<file path="src/rtl/magic_wake_detect.sv">
module magic_wake_detect #(
  parameter int SYNC_LEN = 6,
  parameter int REPEATS  = 16,
  parameter int HDR_LEN  = 12
) (
  input  logic        clk,
  input  logic        rst_n,
  input  logic        rx_valid,
  input  logic [7:0]  rx_data,
  input  logic        rx_sof,
  input  logic        rx_eof,
  input  logic        frame_good,
  input  logic [47:0] station_addr,
  input  logic        mp_enable,
  input  logic [1:0]  pwr_state,
  input  logic        sts_clear,
  output logic        wake_pulse,
  output logic        wake_status
);
  localparam int SW = $clog2(SYNC_LEN + 1);
  localparam int RW = (REPEATS > 1) ? $clog2(REPEATS) : 1;
  localparam int HW = $clog2(HDR_LEN + 1);
  localparam logic [1:0] PS_FULL = 2'd0;
  localparam logic [1:0] PS_LOW  = 2'd1;

  logic [HW-1:0] hdr_q, c_hdr, n_hdr;
  logic [SW-1:0] sync_q, c_sync, n_sync;
  logic [2:0]    idx_q, c_idx, n_idx;
  logic [RW-1:0] rep_q, c_rep, n_rep;
  logic          found_q, c_found, n_found;
  logic          in_frame_q, take, armed, is_ff, wake_set;
  logic [7:0]    exp_byte;

  assign take     = rx_valid && (rx_sof || in_frame_q);
  assign armed    = (pwr_state == PS_FULL && mp_enable) || pwr_state == PS_LOW;
  assign is_ff    = rx_data == 8'hFF;
  assign exp_byte = station_addr[8*(5 - int'(c_idx)) +: 8];
  assign wake_set = take && rx_eof && n_found && frame_good && armed;

  always_comb begin
    c_hdr   = rx_sof ? '0 : hdr_q;
    c_sync  = rx_sof ? '0 : sync_q;
    c_idx   = rx_sof ? '0 : idx_q;
    c_rep   = rx_sof ? '0 : rep_q;
    c_found = rx_sof ? 1'b0 : found_q;
    n_hdr   = c_hdr;
    n_sync  = c_sync;
    n_idx   = c_idx;
    n_rep   = c_rep;
    n_found = c_found;
    if (c_hdr != HW'(HDR_LEN)) begin
      n_hdr = c_hdr + HW'(1);
    end else if (armed && !c_found) begin
      if (c_sync != SW'(SYNC_LEN)) begin
        n_sync = is_ff ? c_sync + SW'(1) : '0;
      end else if (c_idx == 3'd0 && c_rep == '0 && is_ff) begin
        n_sync = c_sync;
      end else if (rx_data == exp_byte) begin
        if (c_idx == 3'd5) begin
          n_idx = '0;
          if (c_rep == RW'(REPEATS - 1)) n_found = 1'b1;
          else n_rep = c_rep + RW'(1);
        end else begin
          n_idx = c_idx + 3'd1;
        end
      end else begin
        n_sync = is_ff ? SW'(1) : '0;
        n_idx  = '0;
        n_rep  = '0;
      end
    end
  end

  always_ff @(posedge clk or negedge rst_n) begin
    if (!rst_n) begin
      hdr_q       <= '0;
      sync_q      <= '0;
      idx_q       <= '0;
      rep_q       <= '0;
      found_q     <= 1'b0;
      in_frame_q  <= 1'b0;
      wake_pulse  <= 1'b0;
      wake_status <= 1'b0;
    end else begin
      if (take) begin
        hdr_q      <= n_hdr;
        sync_q     <= n_sync;
        idx_q      <= n_idx;
        rep_q      <= n_rep;
        found_q    <= n_found;
        in_frame_q <= !rx_eof;
      end
      wake_pulse <= wake_set;
      if (wake_set) wake_status <= 1'b1;
      else if (sts_clear) wake_status <= 1'b0;
    end
  end

  p_pulse_after_eof_r10: assert property (@(posedge clk) disable iff (!rst_n)
    wake_pulse |-> $past(rx_valid && rx_eof));
  p_pulse_single_r10: assert property (@(posedge clk) disable iff (!rst_n)
    wake_pulse |=> !wake_pulse);
  p_good_frame_r6: assert property (@(posedge clk) disable iff (!rst_n)
    wake_pulse |-> $past(frame_good));
  p_power_gate_r7: assert property (@(posedge clk) disable iff (!rst_n)
    wake_pulse |-> $past(pwr_state == 2'd1 || (pwr_state == 2'd0 && mp_enable)));
  p_status_set_r8: assert property (@(posedge clk) disable iff (!rst_n)
    wake_pulse |-> wake_status);
  p_status_sticky_r8: assert property (@(posedge clk) disable iff (!rst_n)
    wake_status && !sts_clear |=> wake_status);
  p_status_clear_r8: assert property (@(posedge clk) disable iff (!rst_n)
    sts_clear |=> (!wake_status || wake_pulse));
  p_sync_bound_r4: assert property (@(posedge clk) disable iff (!rst_n)
    sync_q <= SW'(SYNC_LEN));
endmodule

</file>
<file path="config.mk">
export PLATFORM = sky130hd
export DESIGN_NAME = magic_wake_detect
export DESIGN_NICKNAME = d
export VERILOG_FILES = /design/src/rtl/magic_wake_detect.sv
export SDC_FILE = /design/constraint.sdc
export NUM_CORES = 1
export LEC_CHECK = 0
export BUFFER_PORTS_ARGS = -buffer_cell sky130_fd_sc_hd__buf_2
export CELL_PAD_IN_SITES_DETAIL_PLACEMENT = 1
export CELL_PAD_IN_SITES_GLOBAL_PLACEMENT = 2
export CORE_AREA = 5 5 88 90
export DETAILED_ROUTE_END_ITERATION = 10
export DIE_AREA = 0 0 93 95
export PLACE_DENSITY_LB_ADDON = 0.1
export SETUP_SLACK_MARGIN = 0.15
export SLEW_MARGIN = 30
export SYNTH_ARGS = -nofsm -noshare
export SYNTH_HDL_FRONTEND = slang
export SYNTH_SLANG_ARGS = --single-unit
</file>
<file path="constraint.sdc">
create_clock -name clk -period 6.5 [get_ports clk]
set_clock_uncertainty 0.2 [all_clocks]
set_input_delay 1.3 -clock clk [delete_from_list [all_inputs] [get_ports clk]]
set_output_delay 1.3 -clock clk [all_outputs]
set_load 0.02 [all_outputs]
</file>
## After elaboration in Yosys (flattened, before gate mapping)

Index checks and enable logic that the tools add are counted.

- Register bits after elaboration: 18
- Input bits: 66

- $add $sub $neg: 5
- Equality and inequality tests: 7
- Shift-type cells: 1
- Muxes and demuxes: 35
- Reduce and logical (&&, ||, !) cells: 17

Operator list:

| operator | count |
|---|---|
| variable part select 48 x 7 -> 8 bit | 1 |
| two-way mux 3 bit | 14 |
| two-way mux 4 bit | 10 |
| two-way mux 1 bit | 11 |
| logical AND 1 bit | 9 |
| adder 4 x 1 -> 4 bit, second input constant | 2 |
| == test 8 bit | 1 |
| == test 8 bit, second input constant | 1 |
| adder 3 x 1 -> 3 bit, second input constant | 2 |
| == test 4 bit, second input constant | 1 |
| zero test 4 bit | 1 |
| inequality test 4 bit, second input constant | 1 |
| subtractor 3 x 3 -> 4 bit, first input constant | 1 |
| == test 3 bit, second input constant | 1 |
| zero test 3 bit | 1 |
| inequality test 3 bit, second input constant | 1 |
| == test 2 x 1 -> 1 bit, second input constant | 1 |
| zero test 1 bit | 2 |
| zero test 2 bit | 1 |
| logical OR 1 bit | 2 |
| nonzero test 2 bit | 1 |

## Depth between registers and ports, before layout

Gate-level depths: netlist of run 1.

- Depth after elaboration: 13
- Gate-level depth with buffers: 15

## Least setup slack after synthesis of run 1

OpenSTA, ideal clock, no wires.

- Kind: input to register
- Start point: input port rx_sof
- End point: register rep_q[0]
- Library setup time: 0.095 ns
- Arrival: 3.926 ns
- Slack: 2.279 ns
- Stages on the path: 14
- Path buffers: 5
- Path through: buf_6 -> buf_6 -> clkbuf_1 -> nor2b_1 -> ha_1 -> clkbuf_1 -> clkbuf_1 -> o211ai_1 -> a211oi_2 -> xnor2_1 -> nand3_2 -> nor4_4 -> a21boi_1 -> o31ai_1

- Cells in the longest elaborated chain, start to end: 9

RTL lines:

| what | line | text |
|---|---|---|
| start: declaration | 10 | `input logic rx_sof,` |
| two-way mux 3 bit or two-way mux 4 bit (tied branches) | 43, 44 |  |
| subtractor 3 x 3 -> 4 bit (tied with other cells) | 37 | `assign exp_byte = station_addr[8*(5 - int'(c_idx)) +: 8];` |
| variable part select 48 x 7 -> 8 bit or two-way mux 4 bit (tied branches) | 37, 61 |  |
| == test 8 bit or two-way mux 4 bit (tied branches) | 58, 59 |  |
| two-way mux 4 bit | 58 | `end else if (rx_data == exp_byte) begin` |
| two-way mux 4 bit | 56 | `end else if (c_idx == 3'd0 && c_rep == '0 && is_ff) begin` |
| two-way mux 4 bit | 54 | `if (c_sync != SW'(SYNC_LEN)) begin` |
| two-way mux 4 bit | 53 | `end else if (armed && !c_found) begin` |
| two-way mux 4 bit | 51 | `if (c_hdr != HW'(HDR_LEN)) begin` |
| end signal: assignment | 89 | `rep_q <= n_rep;` |
| end: declaration | 29 | `logic [RW-1:0] rep_q, c_rep, n_rep;` |

Parallel ways exist; a longest one is shown, timed or not.
A chain may end at the register's enable or synchronous reset.

## Worst setup path after layout of run 1

- Start point: input port rx_sof
- End point: register idx_q[2]

- Cells in the longest elaborated chain, start to end: 9

RTL lines:

| what | line | text |
|---|---|---|
| two-way mux 3 bit | 43 | `c_idx = rx_sof ? '0 : idx_q;` |
| subtractor 3 x 3 -> 4 bit | 37 |  |
| variable part select 48 x 7 -> 8 bit | 37 |  |
| == test 8 bit | 58 |  |
| two-way mux 3 bit | 58 |  |
| two-way mux 3 bit | 56 |  |
| two-way mux 3 bit | 54 |  |
| two-way mux 3 bit | 53 |  |
| two-way mux 3 bit | 51 |  |
| end signal: assignment | 88 | `idx_q <= n_idx;` |
| end: declaration | 28 | `logic [2:0] idx_q, c_idx, n_idx;` |

Parallel ways exist; a longest one is shown, timed or not.

==> results.toml, run 1 <==
[outcome]
status = "finished clean"

[logic_synthesis]
syn_area_per_cell_um2 = 7.667
ys_async_sr_fraction = 1.000
synthFlopType = "dfrtp_1"
synth.net_count = 334
synth_warnings = 0
netlist_instances = 258
ys_seq_area_frac = 0.2277
synth_edf_count = 0
netlist_area_um2 = 1978
postSynthRegisterBits = 18
synth.distinct_cells = 65

[floorplanning]
start_util = 0.2833
die_x_um = 93
io-pin-count = 68
dieArea_um2 = 8835
dieHeight_um = 95
coreArea_um2 = 6982
placementRows = 31

[timing]
post-route-min-period_ns = 4.560
tightest_slew_ns = 0.7323
setup_violations = 0
hold_viol_final = 0
maxSlewHeadroom = 0.5118
slew_violations = 0
fmaxAchievable_ghz = 0.2193
hold_ws_ns = 0.3101
finalCritPeriodShare = 0.7015
grt_setup_unrepaired = "false"
tns_ns = 0

[cts]
ctsLongestPathBuffers = 2
cts_max_level = 1
ctsRootBufferMaster = "clkbuf_8"
cts_sinks = 18
cts_made_buffers = 3
clk_latency_ns = 0.26
clk_pin_slew_ns = 0.07
cts_tree = "built"
holdBufCountCts = 0
postCtsSetupRepairBufs = 0
post_cts_resized = 0

[final_layout]
fill_cells = 901
num_antenna_cells = 0
area_delta_synth_final_pct = 20.11
drive_above_1_share = 0.2730
final_nets = 393

[global_route]
grt_pass1_wl_um = 11120
grt_util_all_layers = 0.1575
antenna_found_initial = 0
grt_pass1_vias = 2252
grt.overflow.total = 0
grt_max_degree = 28

[critical_path]
critPathKind = "in2reg"
cp-end-kind = "flop"
crit_arrival_ns = 4.55
crit_path_max_fanout = 27
cp-start-kind = "input pin"
cp.required_ns = 6.49

[run]
max_cap_viol_count = 0

[routing]
wl_per_cell_um = 17.07
ant_nets = 0
viasPerCell = 5.330
drt-initial-drc-count = 68
routed_wl_um = 6776
num_vias = 2116
route.detailed.drc = 0
first_pass_iters = 4

[hold_path]
hold_class = "reg2reg"

[pwr]
p_leak_nw = 1.115
power_density_nw_per_um2 = 121.2
ir_drop_uv = 57.41

[placement]
place_congestion = 0.8179
io_buffers = 67
dp_hpwl_um = 5489
-- metal layers --
metal  vias up  GRT usage  wire (um)
met5         -          0          0
met4         0    0.02442         39
met3         4    0.03347        281
met2        54     0.2681       3245
met1       999     0.2087       3209
li1       1059          -          -
-- cells in the final DEF (no fill, tap or decap), types with 3 or more instances in the layout --
cell type,Yosys,routed
o21bai_1,3,3
buf_2,2,67
nand2_1,26,26
nand3_1,11,11
o21ai_1,3,3
o21ai_0,17,17
a22oi_1,5,5
nor2_1,19,19
nor2b_1,9,9
inv_1,21,21
nand4_1,5,5
clkbuf_8,0,3
or4_1,4,4
dfrtp_1,18,18
a21oi_1,12,12
o22ai_1,3,3
mux2_2,3,3
nor3_1,9,9
o31a_1,3,3
ha_1,10,10
mux2i_1,4,4
o31ai_1,3,3
nor4b_1,4,4
-- metrics by stage --
stage	utilization	area, um^2	setup WS (ns)	cells	power [mW]
2_1_floorplan	-	1978	2.279	258	0.1728
3_3_place_gp	0.3344	2335	1.758	394	0.2092
3_5_place_dp	0.3344	2335	1.653	394	0.2092
4_1_cts	0.3403	2376	1.939	397	0.2938
5_1_grt	0.3403	2376	1.592	397	0.3065
6_report	0.3403	2376	1.940	397	0.2879
-- cell usage after synthesis, types with 3 or more instances --
cell type	instances	area share
a21oi_1	12	0.030
a22oi_1	5	0.019
buf_4	3	0.011
buf_6	3	0.017
clkbuf_1	6	0.011
dfrtp_1	18	0.23
ha_1	10	0.063
inv_1	21	0.040
mux2_2	3	0.017
mux2i_1	4	0.020
nand2_1	26	0.049
nand3_1	11	0.028
nand4_1	5	0.016
nor2_1	19	0.036
nor2b_1	9	0.028
nor3_1	9	0.023
nor4b_1	4	0.018
o21ai_0	17	0.043
o21ai_1	3	0.0076
o21bai_1	3	0.011
o22ai_1	3	0.0095
o31a_1	3	0.013
o31ai_1	3	0.011
or4_1	4	0.015
-- worst max-delay path, stage by stage --
cell	delay (ns)
buf_2	0.40
nand2b_2	0.31
ha_1	0.46
inv_1	0.39
o21ai_0	0.15
a221o_1	0.40
o21ai_0	0.22
nand3_2	0.16
nor4_4	0.47
o211ai_1	0.17
nand2_1	0.10
-- kinds of logic (layout without fill, tap and decap cells) --
group,Yosys count,in the layout,synth area share
buffers and inverters,36,93,0.08665
multiplexers,8,8,0.04301
XOR/XNOR,4,4,0.01771
adder cells (fa/ha/maj),10,10,0.06325
AND/OR/NAND/NOR,107,107,0.3030
AO/OA/AOI/OAI,75,75,0.2587
flip-flops,18,18,0.2277
-- layout make-up --
class                      instances  area, um^2  share of cell area
clock buffer                       3       41.29             0.01738
inverter                          22       82.58             0.03476
multi-input combinational        204        1356              0.5708
sequential                        18       450.4              0.1896
tap                               82       102.6             0.04318
timing repair buffer              68       342.8              0.1443
-- registers in the layout, summed over array words and instances (netlist names) --
name         flops
found_q          1
wake_pulse       1
in_frame_q       1
idx_q            3
hdr_q            4
wake_status      1
rep_q            4
sync_q           3
-- worst paths after layout --
path,start,to,slack (ns),cells past startpoint
min in group asynchronous,rst_n,sync_q[1],0.78,1
setup / recovery,rx_sof,idx_q[2],1.94,11
max in group asynchronous,rst_n,hdr_q[3],5.00,1
hold reg to reg,hdr_q[1],hdr_q[1],0.31,2
hold / removal,hdr_q[1],hdr_q[1],0.31,2
setup reg to reg,idx_q[1],idx_q[2],2.60,10
-- where the power goes --
part	leakage (nW)	internal [mW]	switching, mW
sequential	0.242	0.120	0.00842
clock	0.0216	0.0413	0.0400
combinational	0.851	0.0351	0.0432
Power figures use the tool's default switching activity.
==> run 2, diff against run 1 <==
CORE_AREA = 5 5 91 93   (was 5 5 88 90)
DIE_AREA = 0 0 96 98   (was 0 0 93 95)
clock period = 4.2 ns   (was 6.5 ns; I/O delays follow)
==> run 2 against run 1 <==
  * Combinational power rose by 56%
  * Critical path depth up 1
  * Via count rose by 3.3%
  * Clock power up 85%
  * Setup slack got worse by 1.4 ns
  * Die area rose by 6.5%
  * Core utilization down 0.80 points
  * Sequential power increased by 55%
==> results.toml, run 2 (same netlist as run 1, synthesis figures left out) <==
[timing]
finalCritPeriodShare = 0.8772
tns_ns = 0
grt_setup_unrepaired = "false"
hold_viol_final = 0
tightest_slew_ns = 0.5973
fmaxAchievable_ghz = 0.2714
slew_violations = 0
setup_violations = 0
post-route-min-period_ns = 3.684
maxSlewHeadroom = 0.5991

[cts]
holdBufCountCts = 0
cts_tree = "built"
post_cts_resized = 0
postCtsSetupRepairBufs = 0
clk_pin_slew_ns = 0.08
clk_latency_ns = 0.26
ctsRootBufferMaster = "clkbuf_8"
cts_made_buffers = 3
cts_max_level = 1
cts_sinks = 18
ctsLongestPathBuffers = 2

[routing]
ant_nets = 0
first_pass_iters = 4
route.detailed.drc = 0
viasPerCell = 5.129
drt-initial-drc-count = 67
routed_wl_um = 7206
num_vias = 2185
wl_per_cell_um = 16.92

[pwr]
p_leak_nw = 1.164
intPower_mw = 0.3240
pwr-share-clk = 0.319
power_density_nw_per_um2 = 189.7
seqPwrFrac = 0.422
pwr-share-comb = 0.259
p_sw_frac = 0.3098
ir_drop_uv = 137.3
fin_total_pwr_mw = 0.4695
p_switching_mw = 0.1454

[global_route]
grt_max_degree = 23
grt_pass1_wl_um = 11410
grt.overflow.total = 0
antenna_found_initial = 0
grt_pass1_vias = 2270
grt_util_all_layers = 0.1524

[placement]
io_buffers = 67
dp_hpwl_um = 5842
place_congestion = 0.8445

[critical_path]
cp-end-kind = "flop"
crit_start = "rx_sof"
cp.required_ns = 4.20
slowest_stage = "nor4_4"
cpLargestDelayFamily = "compound AO/OA/AOI/OAI gates"
cpPeakStageDelay_ns = 0.51
rr_startpoint = "idx_q[2]"
critPathKind = "in2reg"
crit_arrival_ns = 3.68
critPathBufInv = 2
crit_chain = "buf_2 > nand2b_2 > ha_1 > buf_4 > o21ba_2 > o32ai_1 > a211oi_1 > o32a_1 > nand3_2 > nor4_4 > o211ai_1 > nand2_1"
cp-start-kind = "input pin"
crit_path_max_fanout = 16

[final_layout]
final_cell_mix = "buf_2 (67), nand2_1 (26), inv_1 (21), nor2_1 (19), dfrtp_1 (18)"
top_regs = "hdr_q x4, rep_q x4"
area_delta_synth_final_pct = 25.11
layout_commonest_cell = "buf_2"
drive_above_1_share = 0.2932
postLayoutCoreUtil = 0.3323
final_nets = 401
num_antenna_cells = 0

[floorplanning]
io-pin-count = 68
die_x_um = 96
dieArea_um2 = 9408
coreArea_um2 = 7447
dieHeight_um = 98
start_util = 0.2656
placementRows = 32

[run]
max_cap_viol_count = 0

[hold_path]
hp-start = "in_frame_q"
hold_class = "reg2reg"

[outcome]
status = "finished clean"
==> run 2: changes by cell type in the layout (fill, tap and decap cells not counted), sizes merged <==
cell	previous run	this run
buf	68	76
clkbuf	3	4
==> run 2: through the flow <==
stage / hold slack (ns) / cells / worst slack [ns] / cell area [um^2]
2_1_floorplan: 0.2671 / 258 / 0.4390 / 1978
3_3_place_gp: 0.2904 / 422 / 0.3040 / 2420
3_5_place_dp: 0.3006 / 422 / 0.2287 / 2420
4_1_cts: 0.3190 / 426 / 0.4828 / 2475
5_1_grt: 0.3522 / 426 / 0.2948 / 2475
6_report: 0.3105 / 426 / 0.5158 / 2475
==> run 2: worst register-to-register path, delay by kind of cell (launching register included) <==
family                     cells  cell delay (ns)
buffers and inverters          1             0.20
adders and majority gates      1             0.30
and+or+nand+nor                4             1.00
AOI/OAI and AO/OA              5             1.11
DFF                            1             0.40
==> run 2: per-layer routing <==
metal	vias to the layer above	part of all wire	track usage
met5	-	0	0
met4	0	0.0035	0.01969
met3	2	0.044	0.01541
met2	49	0.47	0.2602
met1	1057	0.48	0.2107
li1	1077	-	-
==> run 2: final cells by class <==
class                      instances  area, um^2
sequential                        18       450.4
timing repair buffer              76       402.9
clock buffer                       4       55.05
tap                              102       127.6
multi-input combinational        204        1356
inverter                          22       82.58
fill                             962        4972
==> run 2: power by group through the flow <==
stage / Sequential (mW) / Clock (mW) / Combinational [mW]
6_report: 0.198 / 0.150 / 0.122
4_1_cts: 0.198 / 0.153 / 0.125
2_1_floorplan: 0.198 / 0 / 0.0697
3_5_place_dp: 0.201 / 0 / 0.125
5_1_grt: 0.201 / 0.165 / 0.139
3_3_place_gp: 0.201 / 0 / 0.123
==> run 2: worst paths after layout <==
kind / endpoint / slack, ns / cells after the start
max: idx_q[2] / 0.52 / 12
min: in_frame_q / 0.31 / 2
max reg2reg: idx_q[2] / 0.93 / 11
min reg2reg: in_frame_q / 0.31 / 2
max in group asynchronous: sync_q[0] / 3.17 / 1
min in group asynchronous: sync_q[1] / 0.32 / 1
